<file path="config.mk">
export PLATFORM = sky130hd
export DESIGN_NAME = host_data_buffer
export DESIGN_NICKNAME = d
export VERILOG_FILES = /design/src/rtl/hdb_pkg.sv /design/src/rtl/hdb_ptr.sv /design/src/rtl/hdb_mem.sv /design/src/rtl/hdb_flags.sv /design/src/rtl/hdb_blk.sv /design/src/rtl/host_data_buffer.sv
export SDC_FILE = /design/constraint.sdc
export NUM_CORES = 2
export LEC_CHECK = 0
export ABC_CLOCK_PERIOD_IN_PS = 14150
export BUFFER_PORTS_ARGS = -buffer_cell sky130_fd_sc_hd__buf_2
export CORE_MARGIN = 2
export CORE_UTILIZATION = 40
export CTS_CLUSTER_SIZE = 30
export DETAILED_ROUTE_END_ITERATION = 16
export SYNTH_ARGS = -nofsm -noshare
export SYNTH_HDL_FRONTEND = slang
export SYNTH_SLANG_ARGS = --single-unit
export TNS_END_PERCENT = 1
</file>
<file path="constraint.sdc">
create_clock -name clk -period 14.15 [get_ports clk]
set_clock_uncertainty 0.05 [all_clocks]
set_input_delay 2.83 -clock clk [delete_from_list [all_inputs] [get_ports clk]]
set_output_delay 2.83 -clock clk [all_outputs]
set_load 0.01 [all_outputs]
</file>
<file path="src/rtl/hdb_pkg.sv">
// Shared types for the host data buffer.
// Assumes: a single transfer direction is active at a time.
package hdb_pkg;

    // Which side fills the buffer.
    typedef enum logic {
        XFER_TX = 1'b0,   // CPU pushes, card side pops
        XFER_RX = 1'b1    // card side pushes, CPU pops
    } xfer_dir_e;

endpackage

</file>
<file path="src/rtl/hdb_ptr.sv">
// Circular buffer pointer with one extra wrap bit.
// Assumes: the depth is 2**AW, so natural binary wrap is correct.
module hdb_ptr #(
    parameter int AW = 7
) (
    input  logic        clk,
    input  logic        rst_n,
    input  logic        inc,
    output logic [AW:0] ptr_o
);

    logic [AW:0] ptr_q;

    // Advance the pointer on each accepted operation.
    always_ff @(posedge clk) begin
        if (!rst_n) begin
            ptr_q <= '0;
        end else if (inc) begin
            ptr_q <= ptr_q + 1'b1;
        end
    end

    assign ptr_o = ptr_q;

endmodule

</file>
<file path="src/rtl/hdb_mem.sv">
// Word storage: one write port and one combinational read port.
// Assumes: the caller never writes a full buffer. The contents are not reset.
module hdb_mem #(
    parameter int DW = 32,
    parameter int AW = 7,
    localparam int DEPTH = 1 << AW
) (
    input  logic          clk,
    input  logic          wr_en,
    input  logic [AW-1:0] wr_addr,
    input  logic [DW-1:0] wr_data,
    input  logic [AW-1:0] rd_addr,
    output logic [DW-1:0] rd_data
);

    logic [DW-1:0] mem_q [DEPTH];

    // Store the pushed word.
    always_ff @(posedge clk) begin
        if (wr_en) begin
            mem_q[wr_addr] <= wr_data;
        end
    end

    // Show the word at the read pointer.
    assign rd_data = mem_q[rd_addr];

endmodule

</file>
<file path="src/rtl/hdb_flags.sv">
// Level flags at two thresholds. The measure is free space in transmit
// and occupancy in receive.
// Assumes: occ_nxt is the occupancy after this cycle's operations, so the
// registered flags match the pointers as updated on the same edge.
module hdb_flags
    import hdb_pkg::*;
#(
    parameter int AW     = 7,
    parameter int TH_LO  = 1,
    parameter int TH_HI  = 4
) (
    input  logic        clk,
    input  logic        rst_n,
    input  xfer_dir_e   dir,
    input  logic [AW:0] occ_nxt,
    output logic        lvl_lo,
    output logic        lvl_hi
);

    localparam logic [AW:0] DEPTH_V = {1'b1, {AW{1'b0}}};
    localparam logic [AW:0] TH_LO_V = (AW+1)'(TH_LO);
    localparam logic [AW:0] TH_HI_V = (AW+1)'(TH_HI);

    logic [AW:0] measure;
    logic        lo_q;
    logic        hi_q;

    // Choose between room and data by direction.
    assign measure = (dir == XFER_RX) ? occ_nxt : (DEPTH_V - occ_nxt);

    // Register the threshold comparisons.
    always_ff @(posedge clk) begin
        if (!rst_n) begin
            lo_q <= 1'b0;
            hi_q <= 1'b0;
        end else begin
            lo_q <= (measure >= TH_LO_V);
            hi_q <= (measure >= TH_HI_V);
        end
    end

    assign lvl_lo = lo_q;
    assign lvl_hi = hi_q;

    // the higher threshold can only be met if the lower one is met.
    a_r3_lvl_nested: assert property (@(posedge clk) disable iff (!rst_n)
        lvl_hi |-> lvl_lo);

endmodule

</file>
<file path="src/rtl/hdb_blk.sv">
// Block read-ready tracker for receive mode, with its sticky interrupt bit.
// Assumes: blk_words stays constant while a block is being read out.
module hdb_blk
    import hdb_pkg::*;
#(
    parameter int AW = 7
) (
    input  logic        clk,
    input  logic        rst_n,
    input  xfer_dir_e   dir,
    input  logic [AW:0] occ_nxt,
    input  logic [AW:0] blk_words,
    input  logic        cpu_pop,
    input  logic        stat_clr,
    output logic        rdy_o,
    output logic        irq_o
);

    logic        rdy_q;
    logic        irq_q;
    logic [AW:0] cnt_q;
    logic        arm;
    logic        done;

    // A block has arrived and nothing is being tracked yet.
    assign arm  = (dir == XFER_RX) && !rdy_q && (blk_words != '0)
                  && (occ_nxt >= blk_words);
    // The CPU is taking the last word of the tracked block.
    assign done = rdy_q && cpu_pop && ((cnt_q + 1'b1) >= blk_words);

    // Track the ready flag and count the CPU pops within the block.
    always_ff @(posedge clk) begin
        if (!rst_n || dir == XFER_TX) begin
            rdy_q <= 1'b0;
            cnt_q <= '0;
        end else if (done) begin
            rdy_q <= 1'b0;
            cnt_q <= '0;
        end else if (rdy_q) begin
            if (cpu_pop) begin
                cnt_q <= cnt_q + 1'b1;
            end
        end else if (arm) begin
            rdy_q <= 1'b1;
            cnt_q <= '0;
        end
    end

    // Sticky interrupt bit: a set in the same cycle beats a clear.
    always_ff @(posedge clk) begin
        if (!rst_n) begin
            irq_q <= 1'b0;
        end else if (arm) begin
            irq_q <= 1'b1;
        end else if (stat_clr) begin
            irq_q <= 1'b0;
        end
    end

    assign rdy_o = rdy_q;
    assign irq_o = irq_q;

    // each rising edge of the ready flag comes with the interrupt bit.
    a_r8_irq_on_rise: assert property (@(posedge clk) disable iff (!rst_n)
        $rose(rdy_o) |-> irq_o);

    // the ready flag stays low while transmit is selected.
    a_r11_no_rdy_tx: assert property (@(posedge clk) disable iff (!rst_n)
        (dir == XFER_TX && $past(dir) == XFER_TX) |-> !rdy_o);

endmodule

</file>
<file path="src/rtl/host_data_buffer.sv">
// Host data buffer: a direction-switched circular buffer with level flags,
// block read-ready tracking and sticky error bits.
// Assumes: DEPTH is a power of two of at least 4, and mode_rx changes only
// while the buffer is empty.
module host_data_buffer
    import hdb_pkg::*;
#(
    parameter  int DEPTH  = 128,
    parameter  int DATA_W = 32,
    localparam int AW     = $clog2(DEPTH)
) (
    input  logic              clk,
    input  logic              rst_n,
    input  logic              mode_rx,
    input  logic [AW:0]       blk_words,
    input  logic              cpu_wr,
    input  logic [DATA_W-1:0] cpu_wdata,
    input  logic              cpu_rd,
    output logic [DATA_W-1:0] cpu_rdata,
    input  logic              card_wr,
    input  logic [DATA_W-1:0] card_wdata,
    input  logic              card_rd,
    output logic [DATA_W-1:0] card_rdata,
    input  logic              stat_clr,
    output logic              avail_1w,
    output logic              avail_4w,
    output logic              rd_ready,
    output logic              rd_ready_irq,
    output logic              err_overflow,
    output logic              err_underflow
);

    localparam logic [AW:0] DEPTH_V = {1'b1, {AW{1'b0}}};

    xfer_dir_e         dir;
    logic              push_req;
    logic              pop_req;
    logic [DATA_W-1:0] push_data;
    logic [DATA_W-1:0] rd_data;
    logic [AW:0]       wptr;
    logic [AW:0]       rptr;
    logic [AW:0]       occ;
    logic [AW:0]       occ_nxt;
    logic              full;
    logic              empty;
    logic              push_ok;
    logic              pop_ok;
    logic              ovf_q;
    logic              udf_q;

    // Decode the direction and route the active ports.
    assign dir       = mode_rx ? XFER_RX : XFER_TX;
    assign push_req  = (dir == XFER_RX) ? card_wr    : cpu_wr;
    assign pop_req   = (dir == XFER_RX) ? cpu_rd     : card_rd;
    assign push_data = (dir == XFER_RX) ? card_wdata : cpu_wdata;

    // Occupancy and its state after this cycle's accepted operations.
    assign occ     = wptr - rptr;
    assign full    = (occ == DEPTH_V);
    assign empty   = (occ == '0);
    assign push_ok = push_req && !full;
    assign pop_ok  = pop_req && !empty;
    assign occ_nxt = occ + {{AW{1'b0}}, push_ok} - {{AW{1'b0}}, pop_ok};

    hdb_ptr #(.AW(AW)) u_wptr (
        .clk   (clk),
        .rst_n (rst_n),
        .inc   (push_ok),
        .ptr_o (wptr)
    );

    hdb_ptr #(.AW(AW)) u_rptr (
        .clk   (clk),
        .rst_n (rst_n),
        .inc   (pop_ok),
        .ptr_o (rptr)
    );

    hdb_mem #(.DW(DATA_W), .AW(AW)) u_mem (
        .clk     (clk),
        .wr_en   (push_ok),
        .wr_addr (wptr[AW-1:0]),
        .wr_data (push_data),
        .rd_addr (rptr[AW-1:0]),
        .rd_data (rd_data)
    );

    hdb_flags #(.AW(AW), .TH_LO(1), .TH_HI(4)) u_flags (
        .clk     (clk),
        .rst_n   (rst_n),
        .dir     (dir),
        .occ_nxt (occ_nxt),
        .lvl_lo  (avail_1w),
        .lvl_hi  (avail_4w)
    );

    hdb_blk #(.AW(AW)) u_blk (
        .clk       (clk),
        .rst_n     (rst_n),
        .dir       (dir),
        .occ_nxt   (occ_nxt),
        .blk_words (blk_words),
        .cpu_pop   (pop_ok && dir == XFER_RX),
        .stat_clr  (stat_clr),
        .rdy_o     (rd_ready),
        .irq_o     (rd_ready_irq)
    );

    // Sticky error bits: a set in the same cycle beats a clear.
    always_ff @(posedge clk) begin
        if (!rst_n) begin
            ovf_q <= 1'b0;
            udf_q <= 1'b0;
        end else begin
            if (push_req && full)       ovf_q <= 1'b1;
            else if (stat_clr)          ovf_q <= 1'b0;
            if (pop_req && empty)       udf_q <= 1'b1;
            else if (stat_clr)          udf_q <= 1'b0;
        end
    end

    assign err_overflow  = ovf_q;
    assign err_underflow = udf_q;
    assign cpu_rdata     = rd_data;
    assign card_rdata    = rd_data;

    // the two pointers never drift further apart than the depth.
    a_r6_occ_bound: assert property (@(posedge clk) disable iff (!rst_n)
        occ <= DEPTH_V);

    // a push into a full buffer is reported on the next cycle.
    a_r6_ovf_flag: assert property (@(posedge clk) disable iff (!rst_n)
        (push_req && full) |=> err_overflow);

    // a pop from an empty buffer is reported on the next cycle.
    a_r7_udf_flag: assert property (@(posedge clk) disable iff (!rst_n)
        (pop_req && empty) |=> err_underflow);

endmodule

</file>
==> flow_summary.toml <==
[outcome]
status = "complete, no violations"

[place]
dp_hpwl_um = 231000
place_inst = 12000
placed_area_sq_mm = 0.168
port_buffers = 149
gp_congestion = 0.831

[worst_setup_path]
cpPeakStageDelay_ns = 0.86
reg2reg_to = "u_blk.cnt_q[3]"
start_kind = "flop"
crit_path_end_kind = "primary output"
critical_path_class = "flop to primary output"
cp_num_buf_inv = 3
crit_required_ns = 11.27
r2r_slack_ns = 7.44
crit_arrival_ns = 6.55
worst_path_max_delay_cell = "dfxtp_4"
rr_worst_depth = 27
crit_path_max_fanout = 99
crit_chain = "buf_12 -> buf_4 -> mux4_2 -> mux4_2 -> o211ai_1 -> o211ai_1 -> buf_2"
crit_family = "buffers and inverters"
r2r_start = "u_wptr.ptr_o[0]"

[pwr]
power_density_mw_per_mm2 = 157
p_leak_uw = 0.0537
peakVddDrop_mv = 0.126

[logic_synthesis]
synthFlopType = "edfxtp_1"
yosys.area_share.simple = 0.00881
syn-instance-count = 6733
syn_avg_cell_area_sq_um = 23.6
ys_types = 50
synth_most_common_cell = "edfxtp_1"
synth_fa_ha_area_frac = 0.00340
yosys_warnings = 0
yosysSeqAreaShare = 0.778
syn_area_sq_mm = 0.159
synth-seq-cells = 4133
synthTopCellsByCount = "edfxtp_1, mux4_2, mux2i_1, nor2_1, clkbuf_1"
synthTopCellsByArea = "edfxtp_1, mux4_2, mux2i_1"
synth-compound-area-share = 0.0120
synth_xor_area_frac = 0.00176
synth.net_count = 6855
synth_top_family_by_area = "multiplexers"
yosysTopAreaCell = "edfxtp_1"
synth_edf_count = 4096
muxShareOfSynthArea = 0.183
synth_top_area_frac = 0.773
ys_async_sr_fraction = 0

[cts]
clk_pin_slew_worst_paths_ns = 0.06
htreeDepth = 5
cts_hold_buf = 0
clk_path_buf_depth = 4
clock-root-buffer = "clkbuf_16"
clk_latency_ns = 0.96
cts_tree = "done"
numCtsBuffers = 413
cts_sinks = 4133
cts_setup_buffers = 0
cts-resized-gates = 0

[sta]
relSlewSlack = 0.0903
tightest_slew_ns = 1.36
finalCritPeriodShare = 0.666
setup_violations = 0
finalMaxSlewViolations = 0
timing.fmax_mhz = 106
finalHoldViolCount = 0
min_period_ns = 9.43
fin_setup_tns_ns = 0
rsz0062_at_grt = "false"

[drt]
via_count = 75000
post_drt_wl_per_cell_um = 33.1
ant_nets = 0
wirelength_um = 423000
drt_drc_violations_left = 0
drtIter0Drc = 9872
vias_per_cell = 5.88
drt_pass1_iterations = 6

[grt]
grt_usage = 0.208
first_global_vias = 75400
grt_pass1_wl_um = 587000
grt-ovfl-total = 0
antenna_found_initial = 20
grt_start_max_net_pins = 137

[final_layout]
n_fill_cell = 32500
layout.cells.non_filler = 12800
fin_nets = 7302
drive_gt1_frac = 0.301
area_growth_syn_to_layout_pct = 13.7
fin_area_sq_mm = 0.181

[floorplan]
start_util = 0.402
io_pins = 150
die_w_um = 635
die-area_sq_mm = 0.403
num_rows = 231
core_sq_mm = 0.396
dieHeight_um = 635

[worst_hold_path]
worstHoldStart = "u_blk.cnt_q[7]"
holdCritPathClass = "flop to flop"
holdPathStages = 2
hold_path_end = "u_blk.cnt_q[7]"

[job]
cap_violations = 0
[registers in the layout, indices dropped and copies added (netlist names), 8 cells and up, named ones only]
signal / flops
u_blk.cnt_q: 8
u_mem.mem_q: 4096
u_wptr.ptr_o: 8
u_rptr.ptr_o: 8
[layout make-up]
type	count	area (sq um)	share of cell area
well taps	5242	6560	0.0363
inverters	39	146	0.000809
repair buffers	416	2930	0.0162
clock inverters	225	2130	0.0118
clock buffers	525	10900	0.0605
flip-flops and latches	4133	124000	0.684
multi-input cells	2177	34400	0.190
diodes	9	22.5	0.000124
[worst register-to-register path, cell delays in order (launching register included)]
cell	delay [ns]
dfxtp_1	0.40
inv_1	0.16
ha_1	0.17
inv_1	0.05
fa_1	0.40
a21o_1	0.20
a21oi_1	0.22
o21bai_1	0.10
a21oi_1	0.19
xor2_1	0.15
ha_1	0.24
a21oi_1	0.50
ha_1	0.36
inv_1	0.06
ha_1	0.17
inv_1	0.07
fa_1	0.46
nor2b_1	0.17
o21ai_0	0.13
xnor2_1	0.39
ha_1	0.34
a21oi_1	0.16
nor2b_1	0.07
a2111oi_0	0.38
o21ai_0	0.20
nand4_1	0.33
nand2_1	0.16
a311oi_1	0.31
[through the flow]
stage	power (uW)	setup slack [ns]	utilization	hold slack, ns
after floorplan	17000	7.56	-	0.406
after global placement	18000	5.71	0.424	0.419
after detailed placement	18100	5.71	0.424	0.437
after CTS	28700	4.65	0.457	0.447
after global routing	29400	4.41	0.457	0.473
final	28500	4.72	0.457	0.446
[logic make-up after synthesis]
| family | Yosys count |
|---|---|
| AOI/OAI and AO/OA | 284 |
| adders and majority gates | 42 |
| xor gates and xnor gates | 32 |
| muxes | 1509 |
| DFF | 4133 |
| and+or+nand+nor | 310 |
| buffers and inverters | 423 |
[per-layer routing]
| layer | global-route usage | vias up | part of all wire |
|---|---|---|---|
| li1 | - | 29800 | - |
| met4 | 0.0564 | 2 | 0.029 |
| met1 | 0.292 | 41300 | 0.41 |
| met5 | 0 | - | 0.000017 |
| met3 | 0.0393 | 551 | 0.086 |
| met2 | 0.334 | 3402 | 0.48 |
[power breakdown]
| group | leakage (uW) | internal, uW | switching [uW] | total (uW) |
|---|---|---|---|---|
| sequential | 0.0371 | 13600 | 47.4 | 13700 |
| clock | 0.00637 | 6070 | 4610 | 10700 |
| combinational | 0.0102 | 1830 | 2270 | 4110 |
[worst max path at each step]
stage                       start             end  slack [ns]  cells after the start
after floorplan           mode_rx  u_blk.cnt_q[2]        7.56                     18
after global placement       flop   cpu_rdata[21]        5.71                      7
after detailed placement     flop   cpu_rdata[21]        5.71                      7
after CTS                    flop   cpu_rdata[21]        4.65                      7
after global routing         flop  card_rdata[27]        4.41                     10
final                        flop   cpu_rdata[21]        4.72                      7
[cells in the final DEF (no fill, tap or decap), types with 40 or more instances in the layout]
master        n
clkbuf_16   419
mux2i_1     357
o211ai_1     66
buf_4       253
clkbuf_1    100
buf_2       149
nor2_4      128
ha_1         40
nor2_1       40
clkinv_2     56
clkinv_1    102
edfxtp_1   4096
mux4_2     1120
o22ai_1     127
(Power assumes the default switching activity.)
